===== src/rtl/dadj_pkg.sv =====
package dadj_pkg;
  typedef enum logic [2:0] {
    ADJ_PACK_ADD    = 3'd0,
    ADJ_PACK_SUB    = 3'd1,
    ADJ_UNP_ADD     = 3'd2,
    ADJ_UNP_SUB     = 3'd3,
    ADJ_TO_DIGITS   = 3'd4,
    ADJ_FROM_DIGITS = 3'd5
  } adj_op_e;
endpackage


===== src/rtl/dadj_packed.sv =====
module dadj_packed #(
  parameter int NIB_W = 4
) (
  input  logic [2*NIB_W-1:0] a_i,
  input  logic               cf_i,
  input  logic               af_i,
  input  logic               sub_i,
  output logic [2*NIB_W-1:0] y_o,
  output logic               cf_o,
  output logic               af_o
);
  localparam int W = 2 * NIB_W;
  localparam logic [NIB_W-1:0] DIG_MAX = NIB_W'(9);
  localparam logic [W-1:0] LO_FIX = W'(6);
  localparam logic [W-1:0] HI_FIX = W'(6) << NIB_W;
  localparam logic [W-1:0] BYTE_MAX = {DIG_MAX, DIG_MAX};

  logic lo_hit, hi_hit;
  logic [W-1:0] lo_amt, hi_amt, mid;

  always_comb begin
    // both tests look at the original byte so they evaluate side by side
    lo_hit = (a_i[NIB_W-1:0] > DIG_MAX) | af_i;
    hi_hit = (a_i > BYTE_MAX) | cf_i;
    lo_amt = lo_hit ? LO_FIX : '0;
    hi_amt = hi_hit ? HI_FIX : '0;
    mid    = sub_i ? (a_i - lo_amt) : (a_i + lo_amt);
    y_o    = sub_i ? (mid - hi_amt) : (mid + hi_amt);
    cf_o   = hi_hit;
    af_o   = lo_hit;
  end
endmodule


===== src/rtl/dadj_unpacked.sv =====
module dadj_unpacked #(
  parameter int NIB_W = 4
) (
  input  logic [2*NIB_W-1:0] al_i,
  input  logic [2*NIB_W-1:0] ah_i,
  input  logic               af_i,
  input  logic               sub_i,
  output logic [2*NIB_W-1:0] al_o,
  output logic [2*NIB_W-1:0] ah_o,
  output logic               fix_o
);
  localparam int W = 2 * NIB_W;
  localparam logic [NIB_W-1:0] DIG_MAX = NIB_W'(9);
  localparam logic [W-1:0] LO_FIX = W'(6);
  localparam logic [W-1:0] ONE = W'(1);

  logic hit;
  logic [W-1:0] lo_sum;

  always_comb begin
    hit = (al_i[NIB_W-1:0] > DIG_MAX) | af_i;
    if (!hit) begin
      lo_sum = al_i;
      ah_o   = ah_i;
    end else if (sub_i) begin
      lo_sum = al_i - LO_FIX;
      ah_o   = ah_i - ONE;
    end else begin
      lo_sum = al_i + LO_FIX;
      ah_o   = ah_i + ONE;
    end
    al_o  = {{NIB_W{1'b0}}, lo_sum[NIB_W-1:0]};
    fix_o = hit;
  end
endmodule


===== src/rtl/dadj_digits.sv =====
module dadj_digits #(
  parameter int NIB_W = 4
) (
  input  logic [2*NIB_W-1:0] al_i,
  input  logic [2*NIB_W-1:0] ah_i,
  input  logic               split_i,
  output logic [2*NIB_W-1:0] al_o,
  output logic [2*NIB_W-1:0] ah_o
);
  localparam int W = 2 * NIB_W;
  localparam logic [W-1:0] TEN = W'(10);

  always_comb begin
    if (split_i) begin
      ah_o = al_i / TEN;
      al_o = al_i % TEN;
    end else begin
      al_o = (ah_i * TEN) + al_i;
      ah_o = '0;
    end
  end
endmodule


===== src/rtl/dadj_unit.sv =====
module dadj_unit
  import dadj_pkg::*;
#(
  parameter int NIB_W = 4
) (
  input  logic               clk,
  input  logic               rst,
  input  logic [2:0]         op_i,
  input  logic [2*NIB_W-1:0] al_i,
  input  logic [2*NIB_W-1:0] ah_i,
  input  logic               cf_i,
  input  logic               af_i,
  output logic [2*NIB_W-1:0] al_o,
  output logic [2*NIB_W-1:0] ah_o,
  output logic               cf_o,
  output logic               af_o,
  output logic               sf_o,
  output logic               zf_o,
  output logic               pf_o
);
  localparam int W = 2 * NIB_W;

  logic [W-1:0] pk_al, up_al, up_ah, dg_al, dg_ah;
  logic         pk_cf, pk_af, up_fix;
  logic [W-1:0] nx_al, nx_ah;
  logic         nx_cf, nx_af;

  dadj_packed #(.NIB_W(NIB_W)) u_pk (
    .a_i(al_i), .cf_i(cf_i), .af_i(af_i),
    .sub_i(op_i == ADJ_PACK_SUB),
    .y_o(pk_al), .cf_o(pk_cf), .af_o(pk_af)
  );

  dadj_unpacked #(.NIB_W(NIB_W)) u_up (
    .al_i(al_i), .ah_i(ah_i), .af_i(af_i),
    .sub_i(op_i == ADJ_UNP_SUB),
    .al_o(up_al), .ah_o(up_ah), .fix_o(up_fix)
  );

  dadj_digits #(.NIB_W(NIB_W)) u_dg (
    .al_i(al_i), .ah_i(ah_i),
    .split_i(op_i == ADJ_TO_DIGITS),
    .al_o(dg_al), .ah_o(dg_ah)
  );

  always_comb begin
    nx_al = al_i;
    nx_ah = ah_i;
    nx_cf = cf_i;
    nx_af = af_i;
    case (op_i)
      ADJ_PACK_ADD, ADJ_PACK_SUB: begin
        nx_al = pk_al;
        nx_cf = pk_cf;
        nx_af = pk_af;
      end
      ADJ_UNP_ADD, ADJ_UNP_SUB: begin
        nx_al = up_al;
        nx_ah = up_ah;
        nx_cf = up_fix;
        nx_af = up_fix;
      end
      ADJ_TO_DIGITS, ADJ_FROM_DIGITS: begin
        nx_al = dg_al;
        nx_ah = dg_ah;
      end
      default: ;
    endcase
  end

  always_ff @(posedge clk) begin
    if (rst) begin
      al_o <= '0;
      ah_o <= '0;
      cf_o <= 1'b0;
      af_o <= 1'b0;
      sf_o <= 1'b0;
      zf_o <= 1'b0;
      pf_o <= 1'b0;
    end else begin
      al_o <= nx_al;
      ah_o <= nx_ah;
      cf_o <= nx_cf;
      af_o <= nx_af;
      sf_o <= nx_al[W-1];
      zf_o <= ~|nx_al;
      pf_o <= ~^nx_al;
    end
  end

  assert_pack_ah_R10: assert property (@(posedge clk) disable iff (rst)
    (!$past(rst) && ($past(op_i) == ADJ_PACK_ADD || $past(op_i) == ADJ_PACK_SUB))
      |-> ah_o == $past(ah_i));

  assert_unp_high_clear_R5: assert property (@(posedge clk) disable iff (rst)
    (!$past(rst) && ($past(op_i) == ADJ_UNP_ADD || $past(op_i) == ADJ_UNP_SUB))
      |-> al_o[W-1:NIB_W] == '0);

  assert_split_range_R7: assert property (@(posedge clk) disable iff (rst)
    (!$past(rst) && $past(op_i) == ADJ_TO_DIGITS) |-> al_o < W'(10));

  assert_split_flags_R7: assert property (@(posedge clk) disable iff (rst)
    (!$past(rst) && ($past(op_i) == ADJ_TO_DIGITS || $past(op_i) == ADJ_FROM_DIGITS))
      |-> (cf_o == $past(cf_i) && af_o == $past(af_i)));

  assert_merge_ah_R8: assert property (@(posedge clk) disable iff (rst)
    (!$past(rst) && $past(op_i) == ADJ_FROM_DIGITS) |-> ah_o == '0);

  assert_zero_flag_R9: assert property (@(posedge clk) disable iff (rst)
    !$past(rst) |-> zf_o == (al_o == '0));

  assert_unp_flags_R6: assert property (@(posedge clk) disable iff (rst)
    (!$past(rst) && ($past(op_i) == ADJ_UNP_ADD || $past(op_i) == ADJ_UNP_SUB))
      |-> cf_o == af_o);
endmodule


===== config.mk =====
export PLATFORM = sky130hd
export DESIGN_NAME = dadj_unit
export DESIGN_NICKNAME = d
export VERILOG_FILES = /design/src/rtl/dadj_pkg.sv /design/src/rtl/dadj_packed.sv /design/src/rtl/dadj_unpacked.sv /design/src/rtl/dadj_digits.sv /design/src/rtl/dadj_unit.sv
export SDC_FILE = /design/constraint.sdc
export NUM_CORES = 1
export LEC_CHECK = 0
export CAP_MARGIN = 20
export CORE_ASPECT_RATIO = 1.75
export CORE_MARGIN = 5
export CORE_UTILIZATION = 45
export CTS_CLUSTER_DIAMETER = 100
export CTS_CLUSTER_SIZE = 28
export DETAILED_ROUTE_END_ITERATION = 7
export GPL_TIMING_DRIVEN = 0
export PLACE_DENSITY = 0.67
export SLEW_MARGIN = 20
export SYNTH_ARGS = -nofsm -noshare
export SYNTH_HDL_FRONTEND = slang
export SYNTH_SLANG_ARGS = --single-unit

===== constraint.sdc =====
create_clock -name clk -period 5.35 [get_ports clk]
set_clock_uncertainty 0.2 [all_clocks]
set_input_delay 0.535 -clock clk [delete_from_list [all_inputs] [get_ports clk]]
set_output_delay 0.535 -clock clk [all_outputs]
set_load 0.1 [all_outputs]

==> flow_summary.ini <==
[outcome]
status = completed

[synth]
synth_edf_count = 0
synth_cells = 396
ys_seq_area_share_pct = 12.89
synth-main-ff-cell = dfxtp_1
synth-async-reset-ratio_pct = 0
postSynthAreaPerCell_um2 = 7.845
ys_ff_latch = 20
ys_types = 78
synth_area_mm2 = 0.003107
syn-num-nets = 461
yosys_warnings = 0

[floorplanning]
ios = 44
die_w_um = 72.81
rows = 40
die_h_um = 119.9
core-area_mm2 = 0.006807
die_area_mm2 = 0.008731
initial_core_util_pct = 45.64

[critical_path]
worstSetupPathType = input pin to flip-flop
crit_required_ns = 5.27
end_kind = flip-flop
arrival_ns = 5.03
crit_top_cell = ha_1
critPathTopFamily = compound AO/OA/AOI/OAI gates
path_buf_inv = 4
crit_chain = clkdlybuf4s50_1 > clkbuf_4 > o21a_4 > or2_1 > buf_6 > ha_1 > o21a_1 > nor2_2 > o21ai_0 > xor2_1 > inv_1 > ha_1 > o21a_1 > nor2_1 > or3_1 > a2111oi_4 > nor3_1 > ha_1 > xor2_1 > xnor2_1 > nor2_1
slowest_delay_ns = 0.49
cpMaxStageDelayCell = clkdlybuf4s50_1
crit_fanout = 11
start_kind = input pin

[timing]
fin_crit_sh_pct = 95.59
slew-limit-headroom_pct = 31.71
finalSetupViolations = 0
rsz0062_at_grt = false
fin_crit_ns = 5.114
fmax_mhz = 195.5
slew_viol_final = 0
fin_tns_setup_ns = 0
tightestPinTransition_ns = 1.011
hold_violations = 0
finalWorstSetupSlack_ns = 0.2361

[placement]
place_area_mm2 = 0.003642
gp_congestion = 0.8987
io_buffers = 43
hpwl_mm = 8.136
dp_cells = 523
place_ws_ns = -0.7015

[cts]
h-tree-depth = 1
cts_sinks = 20
cts_tree = built
cts.hold.buffers_added = 0
cts-root-buf = clkbuf_16
clk_path_buf_depth = 2
cts_buffers = 3
cts.reportedPaths.clkPinSlew_ns = 0.05

[grt]
grt_usage_pct = 22.83
grt_pass1_vias = 3175
met3_usage_pct = 2.515
met2_usage_pct = 43.67
grt_pass1_wl_mm = 15.59
grt-ovfl-total = 0
grtUsageMet1_pct = 22.31
grt_max_degree = 16
grt.busiest_layer = met2
antenna_found_initial = 0

[routing]
wl_mm = 9.952
drc = 0
avgViaCountPerCell = 6.179
first_pass_iters = 4
vias = 3250
wl_per_cell_um = 18.92
final_antenna_net_count = 0
drt_iter0_markers = 154

[layout]
fillCellCount = 696
area_growth_pct = 21.14
final_cells = 526
fin_area_mm2 = 0.003764
fin_nets = 509
fin_util_pct = 55.29
drive_gt1_share_pct = 8.371
antenna_cells = 0

[power]
leakagePower_uw = 0.001526
powerDensity_mw_per_mm2 = 225.0
ir_drop_v = 0.0002964

[hold_path]
hp-class = input pin to flip-flop

[job]
max_cap_viol_count = 0
==> worst min-delay path, delay by kind of cell <==
kind | cells | cell delay [ns]
compound gates | 1 | 0.11
buf+inv | 1 | 0.42
simple gates | 1 | 0.05
==> cell usage in the layout, fill, tap and decap left out, types with 5 or more instances in the layout <==
cell type,netlist,layout
a211oi_1,6,6
a21o_1,6,6
a21oi_1,25,25
a22oi_1,6,6
a31oi_1,7,7
buf_2,7,6
clkbuf_1,9,9
clkdlybuf4s50_1,0,42
dfxtp_1,20,20
ha_1,38,38
inv_1,16,15
mux2i_1,5,5
nand2_1,21,21
nand3_1,5,5
nand3b_1,5,5
nor2_1,30,29
nor2b_1,6,6
nor3_1,6,6
nor3b_1,6,6
o211ai_1,5,5
o21a_1,8,7
o21ai_0,28,26
o22ai_1,5,5
or3_1,6,6
xnor2_1,17,17
xor2_1,9,9
==> repair_timing <==
item                                    4_1_cts  5_1_grt
gates resized for setup                       6        7
pin swaps                                     0        1
buffers inserted                              0        1
endpoints found under the setup margin        2        1
==> power by group <==
group | total (uW) | internal (uW) | switching [uW]
clock network | 147 | 98.3 | 48.4
registers | 170 | 166 | 4.75
logic | 530 | 190 | 340
==> metal layers <==
metal	wire, um	vias up	share of wire, %
li1	-	1575	-
met1	3628	1545	36
met2	5337	89	54
met3	313	41	3.1
met4	673	0	6.8
met5	0	-	0
==> registers in the layout, summed over array words and instances, names as in the netlist <==
| register | cells |
|---|---|
| al_o | 8 |
| zf_o | 1 |
| pf_o | 1 |
| ah_o | 8 |
| af_o | 1 |
| cf_o | 1 |
==> worst paths after layout <==
| check | to | slack [ns] | start | depth (start not counted) |
|---|---|---|---|---|
| setup / recovery | pf_o$_SDFF_PP0_ | 0.24 | al_i[1] | 21 |
| hold / removal | al_o[0]$_SDFF_PP0_ | 0.72 | al_i[0] | 3 |
==> cells in the mapped netlist (3+ instances only) <==
library cell,instances,share of area (%)
dfxtp_1,20,13
a221oi_1,3,0.85
nand3_1,5,0.81
o211ai_1,5,1.2
ha_1,38,15
nor3_1,6,0.97
fa_1,4,2.6
or3_1,6,1.2
buf_2,7,1.1
a21boi_0,3,0.72
or3b_2,4,1.1
nand2_1,21,2.5
a211oi_1,6,1.4
inv_1,16,1.9
o21a_1,8,1.9
clkbuf_8,4,1.8
a22o_1,4,1.1
o21bai_1,3,0.72
a21oi_1,25,4.0
o21ai_0,28,4.5
o22ai_1,5,1.0
nor3b_1,6,1.4
mux2i_1,5,1.6
a21o_1,6,1.4
a211o_1,4,1.1
clkbuf_1,9,1.1
a32oi_1,3,0.85
xnor2_1,17,4.8
nor2_1,30,3.6
and3_1,4,0.81
nand3b_1,5,1.2
a22oi_1,6,1.4
xor2_1,9,2.5
nor2b_1,6,1.2
nand2b_1,4,0.81
a31oi_1,7,1.4
==> through the flow <==
stage / hold WS (ns) / power, uW
after global routing: 0.7021 / 898.2
after detailed placement: 0.9683 / 690.3
final: 0.7161 / 846.7
after floorplan: 0.4340 / 556.0
after CTS: 0.7092 / 843.2
after global placement: 0.9693 / 683.2
==> final cells by class <==
class / count / area (um^2) / share of cell area (%)
inverters: 17 / 67.56 / 1.795
multi-input cells: 333 / 2507 / 66.62
clock buffers: 3 / 75.07 / 1.995
repair buffers: 44 / 436.7 / 11.60
plain buffers: 25 / 171.4 / 4.555
well taps: 84 / 105.1 / 2.793
flip-flops and latches: 20 / 400.4 / 10.64
==> cells by family (layout without fill, tap and decap cells) <==
group | after synthesis | count (layout) | synth area share, %
compound gates | 137 | 137 | 30.25
simple gates | 123 | 123 | 22.63
mux | 5 | 5 | 1.611
fa+ha+maj | 42 | 42 | 17.88
flops | 20 | 20 | 12.89
buf+inv | 43 | 89 | 7.410
xor+xnor | 26 | 26 | 7.330
(Power assumes the default switching activity.)
